===== src/rtl/flash_seq_pkg.sv =====
package flash_seq_pkg;

    typedef enum logic [1:0] {
        OP_WORD   = 2'd0,
        OP_CHIP   = 2'd1,
        OP_SECTOR = 2'd2,
        OP_BLOCK  = 2'd3
    } op_e;

    typedef enum logic [2:0] {
        S_IDLE,
        S_CMD,
        S_POLL_RD,
        S_POLL_WAIT,
        S_VFY_RD,
        S_VFY_WAIT,
        S_DONE,
        S_TMO
    } seq_state_e;

    localparam logic [15:0] UNLOCK_ADDR_A = 16'h5555;
    localparam logic [15:0] UNLOCK_ADDR_B = 16'h2AAA;
    localparam logic [7:0]  KEY_A         = 8'hAA;
    localparam logic [7:0]  KEY_B         = 8'h55;
    localparam logic [7:0]  CODE_WORD     = 8'hA0;
    localparam logic [7:0]  CODE_ERASE    = 8'h80;
    localparam logic [7:0]  CODE_CHIP     = 8'h10;
    localparam logic [7:0]  CODE_SECTOR   = 8'h30;
    localparam logic [7:0]  CODE_BLOCK    = 8'h50;

    localparam int WORD_STEPS  = 4;
    localparam int ERASE_STEPS = 6;
    localparam int STATUS_BIT  = 6;

    function automatic int max3(input int a, input int b, input int c);
        int m;
        m = (a > b) ? a : b;
        return (m > c) ? m : c;
    endfunction

    function automatic int steps_of(input op_e op);
        return (op == OP_WORD) ? WORD_STEPS : ERASE_STEPS;
    endfunction

endpackage


===== src/rtl/flash_cmd_seq.sv =====
module flash_cmd_seq
    import flash_seq_pkg::*;
#(
    parameter int AW = 18,
    parameter int DW = 16,
    parameter int SW = 3
) (
    input  op_e             op,
    input  logic [SW-1:0]   step,
    input  logic [AW-1:0]   tgt_addr,
    input  logic [DW-1:0]   tgt_data,
    output logic [AW-1:0]   cmd_addr,
    output logic [DW-1:0]   cmd_data,
    output logic            cmd_last
);
    localparam logic [AW-1:0] ADDR_A = AW'(UNLOCK_ADDR_A);
    localparam logic [AW-1:0] ADDR_B = AW'(UNLOCK_ADDR_B);

    logic [7:0] final_code;

    always_comb begin
        unique case (op)
            OP_CHIP:   final_code = CODE_CHIP;
            OP_SECTOR: final_code = CODE_SECTOR;
            default:   final_code = CODE_BLOCK;
        endcase
    end

    always_comb begin
        cmd_addr = ADDR_A;
        cmd_data = DW'(KEY_A);
        cmd_last = (int'(step) == steps_of(op) - 1);
        if (op == OP_WORD) begin
            unique case (step)
                SW'(0): begin cmd_addr = ADDR_A; cmd_data = DW'(KEY_A); end
                SW'(1): begin cmd_addr = ADDR_B; cmd_data = DW'(KEY_B); end
                SW'(2): begin cmd_addr = ADDR_A; cmd_data = DW'(CODE_WORD); end
                default: begin cmd_addr = tgt_addr; cmd_data = tgt_data; end
            endcase
        end else begin
            unique case (step)
                SW'(0): begin cmd_addr = ADDR_A; cmd_data = DW'(KEY_A); end
                SW'(1): begin cmd_addr = ADDR_B; cmd_data = DW'(KEY_B); end
                SW'(2): begin cmd_addr = ADDR_A; cmd_data = DW'(CODE_ERASE); end
                SW'(3): begin cmd_addr = ADDR_A; cmd_data = DW'(KEY_A); end
                SW'(4): begin cmd_addr = ADDR_B; cmd_data = DW'(KEY_B); end
                default: begin
                    cmd_addr = (op == OP_CHIP) ? ADDR_A : tgt_addr;
                    cmd_data = DW'(final_code);
                end
            endcase
        end
    end

endmodule


===== src/rtl/flash_toggle_poll.sv =====
module flash_toggle_poll #(
    parameter int CONFIRM_READS = 2
) (
    input  logic clk,
    input  logic rst,
    input  logic clear,
    input  logic sample_valid,
    input  logic status_bit,
    output logic settled
);
    localparam int NEED = CONFIRM_READS + 1;
    localparam int RW   = $clog2(NEED + 1);

    logic          have_prev;
    logic          prev_bit;
    logic [RW-1:0] run_len;
    logic          same;

    assign same    = have_prev && (status_bit == prev_bit);
    assign settled = sample_valid && same && (run_len == RW'(NEED - 1));

    always_ff @(posedge clk) begin
        if (rst || clear) begin
            have_prev <= 1'b0;
            prev_bit  <= 1'b0;
            run_len   <= '0;
        end else if (sample_valid) begin
            have_prev <= 1'b1;
            prev_bit  <= status_bit;
            if (same && run_len != RW'(NEED))
                run_len <= run_len + 1'b1;
            else if (!same)
                run_len <= '0;
        end
    end

endmodule


===== src/rtl/flash_op_timer.sv =====
module flash_op_timer #(
    parameter int TW = 8
) (
    input  logic          clk,
    input  logic          rst,
    input  logic          clear,
    input  logic          run,
    input  logic [TW-1:0] limit,
    output logic          expired
);
    logic [TW-1:0] cnt;

    assign expired = (cnt >= limit);

    always_ff @(posedge clk) begin
        if (rst || clear)
            cnt <= '0;
        else if (run && !expired)
            cnt <= cnt + 1'b1;
    end

endmodule


===== src/rtl/flash_op_sequencer.sv =====
module flash_op_sequencer
    import flash_seq_pkg::*;
#(
    parameter int AW            = 18,
    parameter int DW            = 16,
    parameter int CLK_MHZ       = 125,
    parameter int PROG_TO_US    = 40,
    parameter int ERASE_TO_US   = 50000,
    parameter int CHIP_TO_US    = 200000,
    parameter int CONFIRM_READS = 2
) (
    input  logic          clk,
    input  logic          rst,
    input  logic          req_valid,
    input  logic [1:0]    req_op,
    input  logic [AW-1:0] req_addr,
    input  logic [DW-1:0] req_data,
    output logic          req_ready,
    output logic          bus_wr,
    output logic          bus_rd,
    output logic [AW-1:0] bus_addr,
    output logic [DW-1:0] bus_wdata,
    input  logic [DW-1:0] bus_rdata,
    input  logic          bus_rvalid,
    output logic          op_done,
    output logic          op_err,
    output logic          op_timeout
);
    localparam int PROG_LIM  = PROG_TO_US * CLK_MHZ;
    localparam int ERASE_LIM = ERASE_TO_US * CLK_MHZ;
    localparam int CHIP_LIM  = CHIP_TO_US * CLK_MHZ;
    localparam int MAX_LIM   = max3(PROG_LIM, ERASE_LIM, CHIP_LIM);
    localparam int TW        = $clog2(MAX_LIM + 1);
    localparam int SW        = $clog2(ERASE_STEPS);

    typedef struct packed {
        op_e           op;
        logic [AW-1:0] addr;
        logic [DW-1:0] data;
    } req_t;

    seq_state_e    state;
    req_t          req_q;
    logic [SW-1:0] step;
    logic          err_q;

    logic [AW-1:0] cmd_addr;
    logic [DW-1:0] cmd_data;
    logic          cmd_last;
    logic          settled;
    logic          tmo_hit;
    logic [TW-1:0] limit;
    logic          poll_sample;
    logic          in_poll;

    flash_cmd_seq #(.AW(AW), .DW(DW), .SW(SW)) u_cmd (
        .op       (req_q.op),
        .step     (step),
        .tgt_addr (req_q.addr),
        .tgt_data (req_q.data),
        .cmd_addr (cmd_addr),
        .cmd_data (cmd_data),
        .cmd_last (cmd_last)
    );

    assign poll_sample = (state == S_POLL_WAIT) && bus_rvalid;
    assign in_poll     = (state == S_POLL_RD) || (state == S_POLL_WAIT);

    flash_toggle_poll #(.CONFIRM_READS(CONFIRM_READS)) u_poll (
        .clk          (clk),
        .rst          (rst),
        .clear        (state == S_CMD),
        .sample_valid (poll_sample),
        .status_bit   (bus_rdata[STATUS_BIT]),
        .settled      (settled)
    );

    always_comb begin
        unique case (req_q.op)
            OP_WORD: limit = TW'(PROG_LIM);
            OP_CHIP: limit = TW'(CHIP_LIM);
            default: limit = TW'(ERASE_LIM);
        endcase
    end

    flash_op_timer #(.TW(TW)) u_tmr (
        .clk     (clk),
        .rst     (rst),
        .clear   (state == S_CMD),
        .run     (in_poll),
        .limit   (limit),
        .expired (tmo_hit)
    );

    always_ff @(posedge clk) begin
        if (rst) begin
            state <= S_IDLE;
            req_q <= '0;
            step  <= '0;
            err_q <= 1'b0;
        end else begin
            unique case (state)
                S_IDLE: if (req_valid) begin
                    req_q <= '{op: op_e'(req_op), addr: req_addr, data: req_data};
                    step  <= '0;
                    err_q <= 1'b0;
                    state <= S_CMD;
                end
                S_CMD: begin
                    step <= step + 1'b1;
                    if (cmd_last) state <= S_POLL_RD;
                end
                S_POLL_RD:
                    state <= tmo_hit ? S_TMO : S_POLL_WAIT;
                S_POLL_WAIT: if (bus_rvalid) begin
                    if (settled)
                        state <= (req_q.op == OP_WORD) ? S_VFY_RD : S_DONE;
                    else
                        state <= S_POLL_RD;
                end
                S_VFY_RD:
                    state <= S_VFY_WAIT;
                S_VFY_WAIT: if (bus_rvalid) begin
                    err_q <= (bus_rdata != req_q.data);
                    state <= S_DONE;
                end
                S_DONE:  state <= S_IDLE;
                S_TMO:   state <= S_IDLE;
                default: state <= S_IDLE;
            endcase
        end
    end

    assign req_ready  = (state == S_IDLE);
    assign bus_wr     = (state == S_CMD);
    assign bus_rd     = ((state == S_POLL_RD) && !tmo_hit) || (state == S_VFY_RD);
    assign bus_addr   = (state == S_CMD) ? cmd_addr : req_q.addr;
    assign bus_wdata  = (state == S_CMD) ? cmd_data : '0;
    assign op_done    = (state == S_DONE);
    assign op_timeout = (state == S_TMO);
    assign op_err     = err_q;

endmodule


===== config.mk =====
export PLATFORM = sky130hd
export DESIGN_NAME = flash_op_sequencer
export DESIGN_NICKNAME = d
export VERILOG_FILES = /design/src/rtl/flash_seq_pkg.sv /design/src/rtl/flash_cmd_seq.sv /design/src/rtl/flash_toggle_poll.sv /design/src/rtl/flash_op_timer.sv /design/src/rtl/flash_op_sequencer.sv
export SDC_FILE = /design/constraint.sdc
export NUM_CORES = 1
export LEC_CHECK = 0
export ABC_AREA = 1
export BUFFER_PORTS_ARGS = -buffer_cell sky130_fd_sc_hd__clkbuf_2
export CAP_MARGIN = 20
export CORE_MARGIN = 10
export CORE_UTILIZATION = 50
export DETAILED_ROUTE_END_ITERATION = 10
export HOLD_SLACK_MARGIN = 0.03
export PLACE_DENSITY = 0.74
export SLEW_MARGIN = 20
export SYNTH_ARGS = -nofsm -noshare
export SYNTH_HDL_FRONTEND = slang
export SYNTH_SLANG_ARGS = --single-unit

===== constraint.sdc =====
create_clock -name clk -period 3.4 [get_ports clk]
set_clock_uncertainty 0.1 [all_clocks]
set_input_delay 0.17 -clock clk [delete_from_list [all_inputs] [get_ports clk]]
set_output_delay 0.17 -clock clk [all_outputs]
set_load 0.05 [all_outputs]

==> flow_summary_export.csv, run 1 <==
group,metric,value,unit
finish,multi_input_area,2880,sq um
setup_path,worstSetupPathType,"reg2out",
clock_network,clkTransAtPathRegs,0.08,ns
finish,instances_no_fill,984,
routing,vias,5294,
place,dpl_worst_slack,0.294,ns
timing,fin_tns_setup,0,ns
routing,detail-route-antenna-nets,0,
clock_network,clk_latency,0.35,ns
timing,rsz0062_at_grt,"false",
power_and_ir_drop,p_sw,991,uW
power_and_ir_drop,powerDensity,441,nW/um^2
power_and_ir_drop,pwr-share-comb,32.2,%
routing,drtIter0Drc,502,
timing,fmax,318,MHz
power_and_ir_drop,switching_share,37.9,%
finish,synthToLayoutAreaGrowth,24.4,%
synth,yosysTopAreaCellShare,30.2,%
routing,drt-pass1-iter-count,5,
routing,routed_via_density,5.38,
place,place_congestion,0.980,
timing,drv_slew,0,
die,initial_core_util,51.4,%
setup_path,critPathArrivalTime,2.87,ns
finish,fillers,861,
power_and_ir_drop,p_leak,0.00267,uW
die,core,9280,sq um
timing,setup_viol_count_final,0,
die,die_w,118,um
die,rows,35,
finish,drive_above_1_share,16.6,%
synth,ys_types,34,
clock_network,clock_path_buffers,2,
routing,drc,0,
synth,ys_ff_latch,72,
timing,hold_viol,0,
setup_path,critical_path.max_stage_delay,0.47,ns
setup_path,worst_setup_path_start_kind,"flop",
synth,synth_ff_type,"dfxtp_1",
synth,synth_nets,815,
routing,drt-wirelength-per-cell,15.3,um
timing,max-slew-margin-rel,58.0,%
timing,worst_pin_slew,0.629,ns
power_and_ir_drop,finalPower,2620,uW
synth,syn_inst,727,
place,hpwl,10.7,mm
setup_path,cp_common_cell,"nand2_1",
global_route,grt_pass1_wl,24.5,mm
clock_network,htree_levels,3,
clock_network,cts_buffers,9,
die,dieArea,13800,sq um
setup_path,cp_slowest_cell,"dfxtp_1",
clock_network,cts_tree,"yes",
setup_path,path_buf_inv,2,
setup_path,crit_fanout,8,
power_and_ir_drop,irDropWorstVdd,0.243,mV
synth,ys_seq_area_share,30.2,%
power_and_ir_drop,p_int,1630,uW
global_route,grt_max_degree,69,
finish,layout_commonest_cell,"nand2_1",
power_and_ir_drop,clock_power_share,32.1,%
global_route,grtUsageTotal,20.9,%
timing,fin_crit,3.14,ns
synth,syn_avg_cell_area,6.56,sq um
global_route,grt_pass1_vias,4929,
clock_network,cts_sinks,72,
synth,syn_area,4770,sq um
timing,setup_slack,0.256,ns
setup_path,crit_family,"simple AND/OR/NAND/NOR gates",
outcome,status,"completed",
place,io_buffers,95,
finish,fin_util,63.9,%
setup_path,path_cells,"inv_1 -> ha_1 -> o21ai_2 -> nand2_1 -> o21ai_0 -> nand2_1 -> nor2_1 -> a21oi_1 -> clkbuf_2",
power_and_ir_drop,seq_power_share,35.7,%
finish,diodes,0,
global_route,antenna_found_initial,0,
min_path,hold_class,"in2reg",
timing,fin_crit_sh,92.5,%
synth,synthArstFlopShare,0,%
synth,synth-edff-count,0,
synth,yosysTopAreaCell,"dfxtp_1",
finish,nets,938,
routing,postRouteWirelength,15.0,mm
finish,layout_common_cells,"nand2_1 (174), clkbuf_2 (94), a21oi_1 (90), inv_1 (85), dfxtp_1 (72)",
die,ios,96,
clock_network,root_buffer,"clkbuf_8",
synth,ys_top_cells_by_area,"dfxtp_1 (30%), nand2_1 (14%), a21oi_1 (9.4%)",
place,place_inst,932,
run,maxCapViolCount,0,
global_route,grt-ovfl-total,0,
setup_path,crit_required,3.13,ns
finish,ff_latch_area,1440,sq um
setup_path,setup.worst_path.end_class,"primary output",
die,die_h,118,um
synth,yosys_warnings,0,
-- worst register-to-register path, stage by stage (launching register included) --
cell	delay, ns
dfxtp_1	0.32
inv_1	0.14
ha_2	0.27
clkinv_2	0.16
nand2_1	0.17
ha_1	0.26
nand2_1	0.09
inv_1	0.04
nand2_1	0.07
nor2_1	0.04
nand3_1	0.07
nand2_1	0.09
nor2_4	0.16
buf_4	0.31
nand4_1	0.15
a21oi_1	0.17
-- per-stage QoR --
step                instance area, sq um  hold slack [ns]
global placement                    5320            0.328
detailed placement                  5320            0.334
finish                              5930           0.0377
floorplan                           4770            0.139
global route                        5930           0.0450
CTS                                 5900           0.0309
-- worst paths after layout --
path                          startpoint                          to  slack, ns  cells past startpoint
setup / recovery    step[0]$_SDFFE_PP0P_                bus_addr[14]       0.26                      9
setup reg to reg  req_q[35]$_SDFFE_PP0P_  u_tmr.cnt[11]$_SDFFE_PP0P_       0.71                     15
hold reg to reg   req_q[28]$_SDFFE_PP0P_      req_q[28]$_SDFFE_PP0P_       0.36                      2
hold / removal               req_data[3]       req_q[3]$_SDFFE_PP0P_       0.04                      3
-- layout make-up --
type	count	area share, %
clock inverter	7	2.02
timing repair buffer	135	14.5
clock buffer	9	2.09
tap	129	2.72
inverter	91	5.78
sequential	72	24.3
multi-input combinational	541	48.6
-- cells in the mapped netlist (all sizes together) (2+ instances only) --
library cell / n
nor3: 11
inv: 89
buf: 13
nand3: 22
clkinv: 2
dfxtp: 72
o21ai: 49
ha: 32
nand4: 28
nand3b: 10
xor2: 10
a21oi: 92
clkbuf: 11
nand2: 178
xnor2: 17
a31oi: 4
or2: 3
nor2: 77
-- power by group through the flow --
stage               Sequential (uW)  Clock (uW)  Combinational (uW)
floorplan                       947           0                 592
global placement                950           0                 781
detailed placement              952           0                 790
CTS                             933         849                 825
global route                    941         894                 920
finish                          933         841                 843
-- timing repair --
item / in CTS / in global routing
buffers inserted: 0 / 2
hold endpoints to repair: 33 / 0
resized for setup: 1 / 3
gates cloned: 0 / 1
hold buffers: 33 / 0
pin swaps: 0 / 1
endpoints found under the setup margin: 1 / 1
-- layer usage --
metal / wire length (um) / GRT usage (%)
met1: 6730 / 27.3
met2: 6760 / 32.8
met3: 1240 / 5.32
met4: 300 / 6.26
met5: 0 / 0
-- cell families after synthesis --
| logic type | Yosys count | synth area share (%) |
|---|---|---|
| xor+xnor | 27 | 4.96 |
| buf+inv | 115 | 9.76 |
| fa+ha+maj | 32 | 8.39 |
| compound gates | 151 | 16.5 |
| simple gates | 330 | 30.1 |
| flops | 72 | 30.2 |
-- sequential cells by signal, summed over array words and instances (netlist names) --
signal / flops
state: 3
op_err: 1
u_tmr.cnt: 25
req_q: 36
u_poll.run_len: 2
u_poll.prev_bit: 1
step: 3
u_poll.have_prev: 1
(Power assumes the default switching activity.)
==> inputs of run 2 (changes only) <==
--- a/config.mk
+++ b/config.mk
@@ -5,7 +5,7 @@
 export SDC_FILE = /design/constraint.sdc
 export NUM_CORES = 1
 export LEC_CHECK = 0
-export ABC_AREA = 1
+export ABC_AREA = 0
 export BUFFER_PORTS_ARGS = -buffer_cell sky130_fd_sc_hd__clkbuf_2
 export CAP_MARGIN = 20
 export CORE_MARGIN = 10
==> run 2 against run 1 <==
Against the previous run:
- worst setup slack worse by 0.11 ns
- highest routed layer unchanged
- critical path type unchanged
- combinational power fell by 43%
- wire length down 9.8%
- area after synthesis fell by 8.6%
- largest power group unchanged
- register-to-register slack got worse by 0.21 ns
- largest cell class unchanged
- critical path depth rose by 2
- cell area shrank 7.0%
- final cell count fell by 19%
==> flow_summary_export.csv, run 2 <==
group,metric,value,unit
setup_path,setup.worst_path.end_class,"primary output",
synth,syn_area,4360,sq um
place,place_congestion,0.932,
synth,yosys.cell_count.top_type,"nand2_1",
outcome,status,"completed",
global_route,grtUsageTotal,20.6,%
synth,ys_top_cells_by_count,"nand2_1 (99), a21oi_1 (80), dfxtp_1 (72)",
die,die_w,113,um
synth,ys_seq_area_share,33.0,%
power_and_ir_drop,powerDensity,377,nW/um^2
min_path,hold_class,"in2reg",
setup_path,cp_common_cell,"ha_1",
finish,nets,771,
timing,fmax,307,MHz
routing,drtIter0Drc,344,
finish,fin_util,64.2,%
global_route,antenna_found_initial,1,
timing,setup_viol_count_final,0,
clock_network,clk_latency,0.35,ns
die,initial_core_util,50.8,%
finish,top_regs,"req_q: 36 flops, u_tmr.cnt: 25 flops",
timing,rsz0062_at_grt,"false",
synth,syn_inst,563,
setup_path,path_buf_inv,3,
run,maxCapViolCount,0,
global_route,grt_pass1_wl,22.1,mm
synth,yosysTopAreaCellShare,33.0,%
finish,synthToLayoutAreaGrowth,26.4,%
clock_network,clock_path_buffers,2,
setup_path,critPathArrivalTime,2.98,ns
timing,fin_crit,3.25,ns
setup_path,critical_path.max_stage_delay,0.36,ns
die,dieArea,12900,sq um
routing,drt-pass1-iter-count,5,
timing,worst_pin_slew,0.952,ns
setup_path,cp_slowest_cell,"a221o_1",
clock_network,clkTransAtPathRegs,0.08,ns
power_and_ir_drop,irDropWorstVdd,0.266,mV
finish,layout_commonest_cell,"nand2_1",
global_route,grt_max_degree,50,
die,rows,34,
setup_path,crit_required,3.13,ns
timing,drv_slew,0,
die,die_h,113,um
setup_path,crit_fanout,49,
place,hpwl,9.33,mm
routing,routed_via_density,5.76,
die,ios,96,
global_route,grt-ovfl-total,0,
synth,synth-edff-count,0,
routing,detail-route-antenna-nets,0,
setup_path,worst_setup_path_start_kind,"flop",
routing,vias,4591,
finish,largest-register,"req_q",
synth,synth_ff_type,"dfxtp_1",
routing,drc,0,
synth,synthArstFlopShare,0,%
setup_path,worstSetupPathType,"reg2out",
clock_network,cts_sinks,72,
clock_network,cts_buffers,9,
synth,ys_ff_latch,72,
timing,hold_viol,0,
clock_network,root_buffer,"clkbuf_8",
finish,drive_above_1_share,20.1,%
routing,drt-wirelength-per-cell,17.0,um
finish,layout_common_cells,"nand2_1 (98), clkbuf_2 (94), a21oi_1 (79), dfxtp_1 (71), dlygate4sd3_1 (36)",
place,io_buffers,95,
synth,ys_top_cells_by_area,"dfxtp_1 (33%), a21oi_1 (9.2%), ha_1 (9.2%)",
synth,synth_nets,651,
global_route,grt_pass1_vias,4597,
clock_network,htree_levels,3,
timing,max-slew-margin-rel,36.6,%
finish,largest_register_ffs,36,
routing,postRouteWirelength,13.6,mm
setup_path,crit_family,"compound AO/OA/AOI/OAI gates",
synth,ys_types,55,
timing,fin_tns_setup,0,ns
power_and_ir_drop,p_leak,0.00227,uW
timing,fin_crit_sh,95.7,%
setup_path,path_cells,"inv_1 -> ha_1 -> ha_1 -> a21oi_1 -> nand2_1 -> a221o_1 -> o2bb2ai_2 -> buf_12 -> or2_1 -> a21oi_2 -> buf_8",
synth,yosysTopAreaCell,"dfxtp_1",
die,core,8590,sq um
synth,yosys_warnings,0,
synth,syn_avg_cell_area,7.75,sq um
clock_network,cts_tree,"yes",
## run 2: cell types whose count changed after synthesis, sizes merged, moves of 14 or more
cell,before,now
nand2,178,100
inv,89,13
nor2,77,26
o21ai,49,21
nand4,28,11
or3,0,15
and2,1,15
## run 2: metal layers
metal	global-route usage, %	share of wire [%]	vias up	wire length, um
met5	0	0	-	0
met4	8.63	2.2	0	301
met3	8.50	9.0	35	1220
met2	34.0	47	194	6430
met1	22.9	41	2117	5610
li1	-	-	2245	-
## run 2: kinds of logic (layout without fill, tap and decap cells)
logic type / Yosys count / count (layout) / synth area share [%]
xor gates and xnor gates: 17 / 17 / 3.41
buffers and inverters: 45 / 170 / 4.47
adders and majority gates: 32 / 32 / 9.18
DFF: 72 / 72 / 33.0
and+or+nand+nor: 243 / 243 / 28.1
other: 0 / 1 / 0
muxes: 2 / 2 / 0.459
AOI/OAI and AO/OA: 152 / 152 / 21.3
## run 2: worst min-delay path, cell delays in order
cell and delay [ns]:
clkbuf_2 0.13, mux2i_1 0.08, nor2_1 0.08
## run 2: repair_timing
item / 4_1_cts / 5_1_grt
endpoints found under the hold margin: 36 / 0
hold buffers: 36 / 0
endpoints found under the setup margin: 1 / 1
setup buffers: 0 / 1
pin swaps: 0 / 2
gates resized for setup: 2 / 9
## run 2: where the power goes
group          switching, uW  internal (uW)  total (uW)
combinational            315            162         477
sequential              25.9            871         897
clock                    331            376         707
total                    672           1410        2080
## run 2: stage by stage
step / setup slack [ns] / cell area [sq um] / std cells / total power, uW / hold slack [ns]
after global routing: 0.0170 / 5520 / 797 / 2170 / 0.0493
after floorplan: 0.214 / 4370 / 563 / 1220 / 0.206
after global placement: 0.467 / 4910 / 743 / 1330 / 0.293
final: 0.147 / 5520 / 797 / 2080 / 0.0347
after detailed placement: 0.317 / 4910 / 743 / 1340 / 0.299
after CTS: 0.0174 / 5480 / 795 / 2080 / 0.0358
## run 2: area by class of cell
class	count	area, sq um
clock buffers	11	151
diodes	1	2.50
multi-input cells	446	2750
fillers	726	3080
flip-flops and latches	72	1440
well taps	108	135
repair buffers	140	926
inverters	14	52.6
clock inverters	5	55.1
## run 2: worst paths after layout
check                               from                      endpoint  slack (ns)  cells after the start
setup / recovery  req_q[34]$_SDFFE_PP0P_                        bus_rd        0.15                     11
hold reg to reg   req_q[20]$_SDFFE_PP0P_        req_q[20]$_SDFFE_PP0P_        0.36                      2
hold / removal              bus_rdata[6]  u_poll.prev_bit$_SDFFE_PP0P_        0.03                      3
setup reg to reg  req_q[34]$_SDFFE_PP0P_    u_tmr.cnt[17]$_SDFFE_PP0P_        0.50                      9
==> inputs of run 3 (changes only) <==
--- a/config.mk
+++ b/config.mk
@@ -8,6 +8,7 @@
 export ABC_AREA = 0
 export BUFFER_PORTS_ARGS = -buffer_cell sky130_fd_sc_hd__clkbuf_2
 export CAP_MARGIN = 20
+export CORE_ASPECT_RATIO = 0.6
 export CORE_MARGIN = 10
 export CORE_UTILIZATION = 50
 export DETAILED_ROUTE_END_ITERATION = 10
==> run 3 against run 2 <==
Against the previous run:
- non-clock buffer count rose by 2
- via count is 2.2% higher
- clock-buffer cell count fell by 2
- critical endpoint unchanged
- worst setup slack gained 0.013 ns
- global-route usage grew 0.43 points
- largest power group is now clock
- wire length up 2.2%
- clock power rose by 36%
==> flow_summary_export.csv, run 3 (same netlist as run 2, synthesis figures left out) <==
group,metric,value,unit
outcome,status,"completed",
min_path,min_path_cells,3,
global_route,grt-ovfl-total,0,
timing,drv_slew,0,
power_and_ir_drop,irDropWorstVdd,0.262,mV
clock_network,clkTransAtPathRegs,0.06,ns
setup_path,rr_endpoint,"u_tmr.cnt[8]$_SDFFE_PP0P_",
setup_path,worstSetupPathType,"reg2out",
setup_path,worst_setup_path_start_kind,"flop",
finish,synthToLayoutAreaGrowth,28.3,%
die,dieArea,13000,sq um
setup_path,critPathArrivalTime,2.97,ns
routing,drt-wirelength-per-cell,17.2,um
min_path,hold_class,"in2reg",
clock_network,cts_buffers,9,
power_and_ir_drop,powerDensity,417,nW/um^2
die,rows,26,
setup_path,crit_start,"req_q[34]$_SDFFE_PP0P_",
routing,drtIter0Drc,437,
finish,drive_above_1_share,19.6,%
clock_network,cts_setup_buffers,0,
finish,fillers,707,
finish,multi_input_area,2730,sq um
setup_path,crit_required,3.13,ns
place,hpwl,9.73,mm
routing,drt-pass1-iter-count,5,
die,die_h,92.3,um
clock_network,root_buffer,"clkbuf_16",
finish,largest_register_ffs,36,
timing,hold_viol,0,
timing,max-slew-margin-rel,42.4,%
die,ios,96,
min_path,min_to,"u_poll.prev_bit$_SDFFE_PP0P_",
run,maxCapViolCount,0,
global_route,grt_pass1_wl,22.8,mm
setup_path,reg2regPathDepth,12,
routing,vias,4694,
global_route,antenna_found_initial,1,
setup_path,r2r_setup_slack,0.40,ns
routing,routed_via_density,5.84,
global_route,grt_max_degree,45,
finish,nets,773,
timing,rsz0062_at_grt,"false",
die,initial_core_util,51.4,%
power_and_ir_drop,p_leak,0.00232,uW
timing,worst_pin_slew,0.863,ns
place,io_buffers,95,
global_route,grt_pass1_vias,4485,
setup_path,r2r_start,"req_q[34]$_SDFFE_PP0P_",
clock_network,htree_levels,3,
timing,setup_viol_count_final,0,
place,place_congestion,0.916,
timing,fmax,309,MHz
setup_path,setup.worst_path.end_class,"primary output",
timing,fin_crit,3.24,ns
finish,ff_latch_area,1440,sq um
routing,detail-route-antenna-nets,0,
finish,layout_commonest_cell,"nand2_1",
clock_network,clock_path_buffers,2,
min_path,worstHoldStart,"bus_rdata[6]",
die,die_w,141,um
clock_network,clk_latency,0.34,ns
routing,postRouteWirelength,13.9,mm
timing,fin_crit_sh,95.3,%
die,core,8490,sq um
global_route,grtUsageTotal,21.0,%
setup_path,crit_fanout,22,
finish,fin_util,65.9,%
finish,largest-register,"req_q",
routing,drc,0,
clock_network,cts_tree,"yes",
finish,top_regs,"req_q: 36 flops, u_tmr.cnt: 25 flops",
clock_network,cts_sinks,72,
finish,layout_common_cells,"nand2_1 (99), clkbuf_2 (94), a21oi_1 (79), dfxtp_1 (72), dlygate4sd3_1 (36)",
timing,fin_tns_setup,0,ns
[run 3: cell count changes in the layout (fill, tap and decap cells not counted), sizes merged]
cell,delta
inv,+2
buf,+2
diode,+1
clkbuf,-2
clkinv,-1
clkinvlp,+1
[run 3: what timing repair did]
action | 4_1_cts | 5_1_grt
endpoints found under the hold margin | 36 | 0
hold buffers | 36 | 0
setup endpoints to repair | 0 | 1
gates resized for setup | 0 | 6
[run 3: cell type report]
| cell class | instances | share of cell area [%] |
|---|---|---|
| multi-input combinational | 446 | 48.8 |
| timing repair buffer | 142 | 16.5 |
| tap | 112 | 2.50 |
| sequential | 72 | 25.7 |
| clock inverter | 7 | 1.41 |
| antenna | 2 | 0.0894 |
| clock buffer | 9 | 4.02 |
| inverter | 14 | 0.939 |
[run 3: per-stage QoR]
step	area, sq um	instances	setup WS (ns)	total power (uW)	hold WS, ns
2_1_floorplan	4370	563	0.214	1220	0.206
3_3_place_gp	4920	750	0.523	1330	0.293
3_5_place_dp	4920	750	0.367	1350	0.301
4_1_cts	5590	802	0.0748	2340	0.119
5_1_grt	5600	803	0.0240	2430	0.145
6_report	5600	804	0.160	2330	0.122
[run 3: report_power, final]
group | total [uW] | switching (uW) | internal [uW]
Clock | 961 | 387 | 574
Sequential | 897 | 25.5 | 872
Combinational | 476 | 314 | 161
Total | 2330 | 727 | 1610
[run 3: worst max-delay path by stage]
stage / to
4_1_cts: bus_rd
6_report: bus_rd
3_5_place_dp: u_tmr.cnt[8]$_SDFFE_PP0P_
2_1_floorplan: bus_rd
3_3_place_gp: u_tmr.cnt[8]$_SDFFE_PP0P_
5_1_grt: bus_rd
[run 3: per-layer routing]
| layer | up-vias | wire length, um | track usage [%] |
|---|---|---|---|
| met2 | 197 | 6540 | 33.8 |
| met1 | 2220 | 6010 | 26.8 |
| met5 | - | 0 | 0 |
| li1 | 2256 | - | - |
| met3 | 21 | 1090 | 6.02 |
| met4 | 0 | 207 | 6.34 |
[run 3: critical path, cell delays in order, from the launching register on]
cell and delay, ns:
dfxtp_1 0.39, inv_1 0.10, ha_1 0.32, ha_1 0.34, a211o_1 0.29, a21oi_2 0.17
o21a_1 0.21, nand2_4 0.17, or2_1 0.30, a21oi_2 0.12, buf_4 0.21
